`src/rtl/vtc_irq_pkg.sv`:
```
package vtc_irq_pkg;
  localparam int WORD_W  = 32;
  localparam int FSYNC_N = 16;
  localparam int ERR_N   = 6;

  typedef enum logic [1:0] {
    SEL_CTRL = 2'd0,
    SEL_STAT = 2'd1,
    SEL_ERR  = 2'd2,
    SEL_MASK = 2'd3
  } reg_sel_e;

  // status bit positions that neighbours and software decode
  localparam int B_LOCK     = 8;
  localparam int B_UNLOCK   = 9;
  localparam int B_DET_VB   = 10;
  localparam int B_DET_AV   = 11;
  localparam int B_GEN_VB   = 12;
  localparam int B_GEN_AV   = 13;
  localparam int B_FSYNC_LO = 16;
  localparam int B_ERR_LO   = 16;

  localparam logic [WORD_W-1:0] STAT_KEEP = 32'hFFFF_3F00;
  localparam logic [WORD_W-1:0] ERR_KEEP  = 32'h003F_0000;
  localparam logic [WORD_W-1:0] CTRL_KEEP = 32'h0000_000D;
endpackage

```
`src/rtl/vtc_w1c_bank.sv`:
```
module vtc_w1c_bank #(
  parameter int              WIDTH = 32,
  parameter logic [WIDTH-1:0] KEEP = '1
) (
  input  logic             clk,
  input  logic             rst_n,
  input  logic [WIDTH-1:0] set_i,
  input  logic             clr_en,
  input  logic [WIDTH-1:0] clr_data,
  output logic [WIDTH-1:0] q
);
  for (genvar i = 0; i < WIDTH; i++) begin : g_bit
    if (KEEP[i]) begin : g_live
      logic bit_q;
      logic wipe;
      assign wipe = clr_en & clr_data[i];
      always_ff @(posedge clk) begin
        if (!rst_n)        bit_q <= 1'b0;
        else if (set_i[i]) bit_q <= 1'b1;
        else if (wipe)     bit_q <= 1'b0;
      end
      assign q[i] = bit_q;

      AST_SET_WINS: assert property (@(posedge clk) disable iff (!rst_n)
        set_i[i] |=> q[i]);
      AST_W1C_CLEARS: assert property (@(posedge clk) disable iff (!rst_n)
        (clr_en && clr_data[i] && !set_i[i]) |=> !q[i]);
      AST_HOLD_QUIET: assert property (@(posedge clk) disable iff (!rst_n)
        (!set_i[i] && !(clr_en && clr_data[i])) |=> (q[i] == $past(q[i])));
    end else begin : g_rsv
      logic unused_in;
      assign unused_in = set_i[i] ^ clr_data[i];
      assign q[i] = 1'b0;
    end
  end
endmodule

```
`src/rtl/vtc_enable_ctrl.sv`:
```
module vtc_enable_ctrl
  import vtc_irq_pkg::*;
(
  input  logic              clk,
  input  logic              rst_n,
  input  logic              wr_en,
  input  logic [WORD_W-1:0] wr_data,
  output logic [WORD_W-1:0] ctrl_q,
  output logic              det_en,
  output logic              gen_en
);
  localparam int B_MASTER = 0;
  localparam int B_GEN    = 2;
  localparam int B_DET    = 3;

  always_ff @(posedge clk) begin
    if (!rst_n)     ctrl_q <= '0;
    else if (wr_en) ctrl_q <= wr_data & CTRL_KEEP;
  end

  assign det_en = ctrl_q[B_MASTER] | ctrl_q[B_DET];
  assign gen_en = ctrl_q[B_MASTER] | ctrl_q[B_GEN];

  AST_MASTER_BOTH: assert property (@(posedge clk) disable iff (!rst_n)
    (wr_en && wr_data[B_MASTER]) |=> (det_en && gen_en));
  AST_ALL_OFF: assert property (@(posedge clk) disable iff (!rst_n)
    (wr_en && wr_data[3:0] == 4'b0000) |=> (!det_en && !gen_en));
endmodule

```
`src/rtl/vtc_irq_merge.sv`:
```
module vtc_irq_merge
  import vtc_irq_pkg::*;
(
  input  logic              clk,
  input  logic              rst_n,
  input  logic              mask_wr,
  input  logic [WORD_W-1:0] wr_data,
  input  logic [WORD_W-1:0] stat_q,
  output logic [WORD_W-1:0] mask_q,
  output logic              irq
);
  always_ff @(posedge clk) begin
    if (!rst_n)       mask_q <= '0;
    else if (mask_wr) mask_q <= wr_data & STAT_KEEP;
  end

  always_ff @(posedge clk) begin
    if (!rst_n) irq <= 1'b0;
    else        irq <= |(stat_q & mask_q);
  end

  AST_IRQ_MASKED: assert property (@(posedge clk) disable iff (!rst_n)
    ($past(mask_q) == '0) |-> !irq);
  AST_IRQ_QUIET: assert property (@(posedge clk) disable iff (!rst_n)
    ($past(stat_q) == '0) |-> !irq);
endmodule

```
`src/rtl/vtc_irq_ctrl.sv`:
```
module vtc_irq_ctrl
  import vtc_irq_pkg::*;
(
  input  logic        clk,
  input  logic        rst_n,
  input  logic [1:0]  reg_addr,
  input  logic        reg_wr,
  input  logic [31:0] reg_wdata,
  output logic [31:0] reg_rdata,
  input  logic [15:0] fsync_evt,
  input  logic        gen_av_start,
  input  logic        gen_vb_start,
  input  logic        det_av_start,
  input  logic        det_vb_start,
  input  logic        lock_live,
  input  logic [5:0]  lock_err,
  output logic        det_en,
  output logic        gen_en,
  output logic        irq
);
  reg_sel_e sel;
  assign sel = reg_sel_e'(reg_addr);

  logic [WORD_W-1:0] ctrl_q, stat_q, err_q, mask_q;
  logic [WORD_W-1:0] stat_set, err_set;
  logic lock_d, lock_rise, lock_fall;

  always_ff @(posedge clk) begin
    if (!rst_n) lock_d <= 1'b0;
    else        lock_d <= lock_live;
  end
  assign lock_rise = lock_live & ~lock_d;
  assign lock_fall = ~lock_live & lock_d;

  always_comb begin
    stat_set = '0;
    stat_set[B_FSYNC_LO +: FSYNC_N] = fsync_evt;
    stat_set[B_GEN_AV]  = gen_av_start;
    stat_set[B_GEN_VB]  = gen_vb_start;
    stat_set[B_DET_AV]  = det_av_start;
    stat_set[B_DET_VB]  = det_vb_start;
    stat_set[B_UNLOCK]  = lock_fall;
    stat_set[B_LOCK]    = lock_rise;
    err_set = '0;
    err_set[B_ERR_LO +: ERR_N] = lock_err;
  end

  vtc_enable_ctrl u_enable (
    .clk(clk), .rst_n(rst_n),
    .wr_en(reg_wr && sel == SEL_CTRL), .wr_data(reg_wdata),
    .ctrl_q(ctrl_q), .det_en(det_en), .gen_en(gen_en)
  );

  vtc_w1c_bank #(.WIDTH(WORD_W), .KEEP(STAT_KEEP)) u_status (
    .clk(clk), .rst_n(rst_n), .set_i(stat_set),
    .clr_en(reg_wr && sel == SEL_STAT), .clr_data(reg_wdata), .q(stat_q)
  );

  vtc_w1c_bank #(.WIDTH(WORD_W), .KEEP(ERR_KEEP)) u_error (
    .clk(clk), .rst_n(rst_n), .set_i(err_set),
    .clr_en(reg_wr && sel == SEL_ERR), .clr_data(reg_wdata), .q(err_q)
  );

  vtc_irq_merge u_irq (
    .clk(clk), .rst_n(rst_n),
    .mask_wr(reg_wr && sel == SEL_MASK), .wr_data(reg_wdata),
    .stat_q(stat_q), .mask_q(mask_q), .irq(irq)
  );

  always_comb begin
    unique case (sel)
      SEL_CTRL: reg_rdata = ctrl_q;
      SEL_STAT: reg_rdata = stat_q;
      SEL_ERR:  reg_rdata = err_q;
      default:  reg_rdata = mask_q;
    endcase
  end

  AST_LOCK_RISE: assert property (@(posedge clk) disable iff (!rst_n)
    (lock_live && !lock_d) |=> stat_q[B_LOCK]);
  AST_LOCK_FALL: assert property (@(posedge clk) disable iff (!rst_n)
    (!lock_live && lock_d) |=> stat_q[B_UNLOCK]);
  AST_RSV_ZERO: assert property (@(posedge clk) disable iff (!rst_n)
    ((stat_q & ~STAT_KEEP) == '0) && ((err_q & ~ERR_KEEP) == '0));
endmodule

```
`config.mk`:
```
export PLATFORM = sky130hd
export DESIGN_NAME = vtc_irq_ctrl
export DESIGN_NICKNAME = d
export VERILOG_FILES = /design/src/rtl/vtc_irq_pkg.sv /design/src/rtl/vtc_w1c_bank.sv /design/src/rtl/vtc_enable_ctrl.sv /design/src/rtl/vtc_irq_merge.sv /design/src/rtl/vtc_irq_ctrl.sv
export SDC_FILE = /design/constraint.sdc
export NUM_CORES = 1
export LEC_CHECK = 0
export BUFFER_PORTS_ARGS = -buffer_cell sky130_fd_sc_hd__buf_2
export CAP_MARGIN = 40
export CORE_MARGIN = 5
export CORE_UTILIZATION = 44
export CTS_CLUSTER_SIZE = 12
export DETAILED_ROUTE_END_ITERATION = 7
export PLACE_DENSITY = 0.73
export SLEW_MARGIN = 20
export SYNTH_ARGS = -nofsm -noshare
export SYNTH_HDL_FRONTEND = slang
export SYNTH_SLANG_ARGS = --single-unit
```
`constraint.sdc`:
```
create_clock -name clk -period 1.1 [get_ports clk]
set_input_delay 0.11 -clock clk [delete_from_list [all_inputs] [get_ports clk]]
set_output_delay 0.11 -clock clk [all_outputs]
set_load 0.1 [all_outputs]
```
==> Word-level counts from Yosys, hierarchy flattened <==
Index checks and enable logic that the tools add are counted.
{ "word_totals": {"inputBits": 64, "out_inout_bits": 35, "reg_bits": 55, "word_cells": 161} }
{ "op_classes": {"mux": 57, "reduce_logical": 34, "n_eq_ne": 3, "n_bitwise": 35} }
{ "op_table": {"columns": ["cell", "n"], "rows": [
  ["$pmux 32 s3", 1],
  ["$mux 1", 56],
  ["$reduce_bool 2->1", 28],
  ["$and 32x32->32", 1],
  ["$reduce_or 32->1", 1],
  ["$and 1x1->1", 30],
  ["$eq 2x2->1 const B", 2],
  ["$logic_and 1x1->1", 4],
  ["$eq 2x1->1 const B", 1],
  ["$logic_not 2->1", 1],
  ["$not 1->1", 2],
  ["$or 1x1->1", 2]
]} }

==> Logic depth before layout (Yosys ltp) <==
{ "depth": {"word_depth": 5, "mapped_depth": 6, "ltp_nobuf": 4} }

==> Cells and area by module <==
From an unflattened synthesis, not the netlist that was laid out.
{ "hier_totals": {"hier_cells": 371, "area_unflattened_um2": 3796.1} }
{ "by_module_without_submodules": {"columns": ["mod", "cells_per_inst", "seq_area_each_um2", "instances", "area_each_um2"], "rows": [
  ["vtc_w1c_bank (u_status)", 125, 440.4, 1, 1054.8],
  ["vtc_irq_merge", 99, 460.4, 1, 1052.3],
  ["vtc_irq_ctrl", 49, 20.0, 1, 892.1],
  ["vtc_w1c_bank (u_error)", 57, 120.1, 1, 454.2],
  ["vtc_enable_ctrl", 41, 60.1, 1, 342.8]
]} }

==> Worst setup path after synthesis <==
OpenSTA, ideal clock, no wires.
{ "synth_timing": {"path_kind": "input-to-output", "startpoint": "input reg_addr[0]", "endpoint": "output reg_rdata[10]", "arrival_ns": 1.886, "n_path_buf": 2, "t_required_ns": 0.990, "stages": 3, "setup_slack_ns": -0.896, "path_cell_list": "buf_2 > clkbuf_1 > nor2b_1"} }
{ "synth_between": {"elab_chain_cells": 2, "word_cells_on_any_way": 4, "classes_between": "eq/ne (2); mux (1); reduce/logical (1)"} }
{ "synth_rtl": {"columns": ["item", "line_no", "rtl"], "rows": [
  ["from (decl)", "vtc_irq_ctrl.sv:6", "input logic [1:0] reg_addr,"],
  ["$eq 2x2->1, or another cell as far along", "vtc_irq_ctrl.sv:71", "unique case (sel)"],
  ["$pmux 32 s3 (*)", "vtc_irq_ctrl.sv:71", null],
  ["to (decl)", "vtc_irq_ctrl.sv:9", "output logic [31:0] reg_rdata,"]
]} }
Mark *: on every way between the ends. The rest lies on a longest branch, timed or not.

==> Worst setup path after layout <==
{ "layout_timing": {"startpoint": "register u_status.g_bit[21].g_live.bit_q", "endpoint": "output reg_rdata[21]"} }
{ "layout_between": {"elab_chain_cells": 1} }
{ "layout_rtl": {"columns": ["item", "line_no", "rtl"], "rows": [
  ["from (decl)", "vtc_w1c_bank.sv:14", "logic bit_q;"],
  ["from (signal assigned)", "vtc_w1c_bank.sv:18", "if (!rst_n) bit_q <= 1'b0;"],
  ["from (signal assigned)", "vtc_w1c_bank.sv:19", "else if (set_i[i]) bit_q <= 1'b1;"],
  ["from (signal assigned)", "vtc_w1c_bank.sv:20", "else if (wipe) bit_q <= 1'b0;"],
  ["$pmux 32 s3", "vtc_irq_ctrl.sv:71", null]
]} }
No other way between the ends.

==> metrics.txt <==
Final Skew roughly 6 ps; final hold vios 0; Critical Path, Cell by Cell buf_6 > mux2_4 > a22o_4 > buf_12; simple-gate share of the synthesized area 17.4%; Rows 28; Final setup viols 26; antenna-violating nets left 0; Vias 2550; Area growth syn-to-layout 70.5%; CTS Buf Count 5; initial antenna violation count 0; gr usage total 21.4%; largest net degree at the start of global routing 31; Detail Placement HPWL 5470 microns; CP max FO 2; fin crit period 1520 ps; antenna cells 0; die area slightly below 8000 sq um; Crit path largest cell delay 340 ps; cell accounting for the most synthesized area dfxtp_1; Remaining Overflow, GRT 0; Post-synth EDFFs 0; # DRC 0; global-route wire length before repair 12800 microns; GP Congestion 0.795; Worst-Skew Late Latency 310 ps; Post-Synth XOR/XNOR Area 0%; failing checks negative setup slack; PD cells 1190 nW/um^2; io pins 99; sequential area share after synthesis 41.4%; CP Class flop to output pin; largest family of logic cells by synthesized area compound AO/OA/AOI/OAI gates; Tot Pwr 5380 uW; met1 Resource Use GR 23.4%; 1st-pass router iterations 4; Clock Sinks 55; Mapped Cells 294; startpoint types flop; Critical Path AT 1410 ps; GR met2 Demand/Resource 39.1%; Final Util 77.1%; Setup crit end kind output pin; CTS tree done; CP max stage cell dfxtp_2; worst slack, placed -126 ps; IO Port Bufs 84; H-tree levels 2; Clock Pin Slew Worst Setup and Hold Paths 100 ps; P_leak ~0.0019 uW; CP Data Required Time 990 ps; Final Max Slew Viols 0; Final Cycle Share 138%; Top FF cell, synth dfxtp_1; multiplexer share of the synthesized area 8.56%; WL/cell 16.4 microns; Compound-Gate Fraction of Synth Area 26.4%; Synth Area in Adders 0%; Max VDD drop 0.926 mV; Yosys top cell area share about 41%; hold slack ~3.5 ps; Cell variety after synth 28; vias per cell 5.20; Clock Tree Buf Depth 2; Net count, final around 480; largest cells by area after synthesis dfxtp_1, a21boi_1, nand2_1; DRT iter0 DRCs between 70 and 80; CORE AREA 5890 sq um; Hold WC Path Type input pin to flop; DIE WIDTH 87.8 microns; routing usage on met3 5.64%; fmax 0.659 GHz; Ys Warns 0; Syn Std Cell Area 2660 sq um; status complete, but fails checks; top post-synthesis cells by count dfxtp_1, nand2_1, a21boi_1; unrepaired setup endpoints after global routing yes; PnR worst setup slack -417 ps; Synth async-reset ratio 0%; WL final 8060 microns; Max Cap Violations 0; CTS root buf clkbuf_8; GRT busiest layer met2; vias in the first global route 2738; Synth Area per Inst 9.05 sq um; share of cells above drive strength 1 between 50% and 60%; flop and latch count out of synthesis 55; starting density of the core a little under half; Die Y 87.8 microns
## registers in the layout, summed over array words and instances (netlist names)
signal / count
lock_d: 1
u_irq.mask_q: 22
u_error.g_bit.g_live.bit_q: 6
u_enable.ctrl_q: 3
u_irq.irq: 1
u_status.g_bit.g_live.bit_q: 22
## worst paths after layout
path	start	end	slack, ps	cells past startpoint
worst max-delay path	u_status.g_bit[21].g_live.bit_q	reg_rdata[21]	-420	4
worst max register to register	u_status.g_bit[21].g_live.bit_q	u_irq.irq	-150	4
worst min-delay path	det_av_start	u_status.g_bit[11].g_live.bit_q	4	2
worst min register to register	u_irq.mask_q[22]	u_irq.mask_q[22]	480	2
## worst max-delay path: cells and delay by family, from the launching register on
kind / cells / cell delay (ps)
flip-flops: 1 / 340
buffers and inverters: 2 / 260
multiplexers: 1 / 260
AO/OA/AOI/OAI: 1 / 230
## repair_timing
action                                 in CTS  in global routing
hold buffers                                3                  3
buffers inserted                           14                  4
resized for setup                          89                 18
endpoints found under the hold margin       3                  3
pin swaps                                   3                  4
setup endpoints to repair                  27                 28
## layer usage
layer / share of wire, % / vias to the layer above / wire length (microns)
li1: - / 1248 / -
met1: 39 / 1219 / 3120
met2: 53 / 70 / 4270
met3: 6.4 / 13 / 513
met4: 1.9 / 0 / 151
met5: 0 / - / 0
## cell usage in the layout, fill, tap and decap left out, drive strengths merged
cell type / synthesis / final
clkinvlp: 0 / 1
and2: 4 / 4
or2: 2 / 2
and3: 1 / 1
nand3: 7 / 7
buf: 18 / 127
dfxtp: 55 / 55
a22oi: 7 / 7
a221oi: 2 / 2
bufinv: 0 / 2
and2b: 1 / 1
nand2: 55 / 55
a21oi: 6 / 6
nor2b: 24 / 24
nor2: 2 / 2
clkbuf: 8 / 5
mux2: 6 / 6
a21boi: 47 / 47
conb: 1 / 7
o31a: 1 / 1
o21a: 22 / 22
mux2i: 16 / 16
dlygate4sd3: 0 / 6
a22o: 8 / 8
and3b: 1 / 1
## metrics by stage
stage / instance area, sq um / cells / TNS, ps
global route: 4540 / 490 / -5540
detailed placement: 3850 / 459 / -2220
floorplan: 2860 / 300 / -1420
CTS: 4390 / 484 / -4490
global placement: 3850 / 459 / -1670
finish: 4540 / 490 / -4480
## power by group
group | total (uW) | internal (uW) | switching (uW)
combinational | 1580 | 691 | 884
sequential | 2210 | 2110 | 99.0
clock | 1590 | 908 | 686
total | 5380 | 3710 | 1670
## kinds of logic after synthesis
family / after synthesis
DFF: 55
other: 1
and+or+nand+nor: 97
buffers and inverters: 26
muxes: 22
AOI/OAI and AO/OA: 93
## cell type report
class	count	area, sq um
clock buffers	5	68.8
clock inverters	3	67.6
fillers	386	1350
multi-input cells	219	1790
flip-flops and latches	55	1170
well taps	75	93.8
repair buffers	133	1340
(Power assumes the default switching activity.)
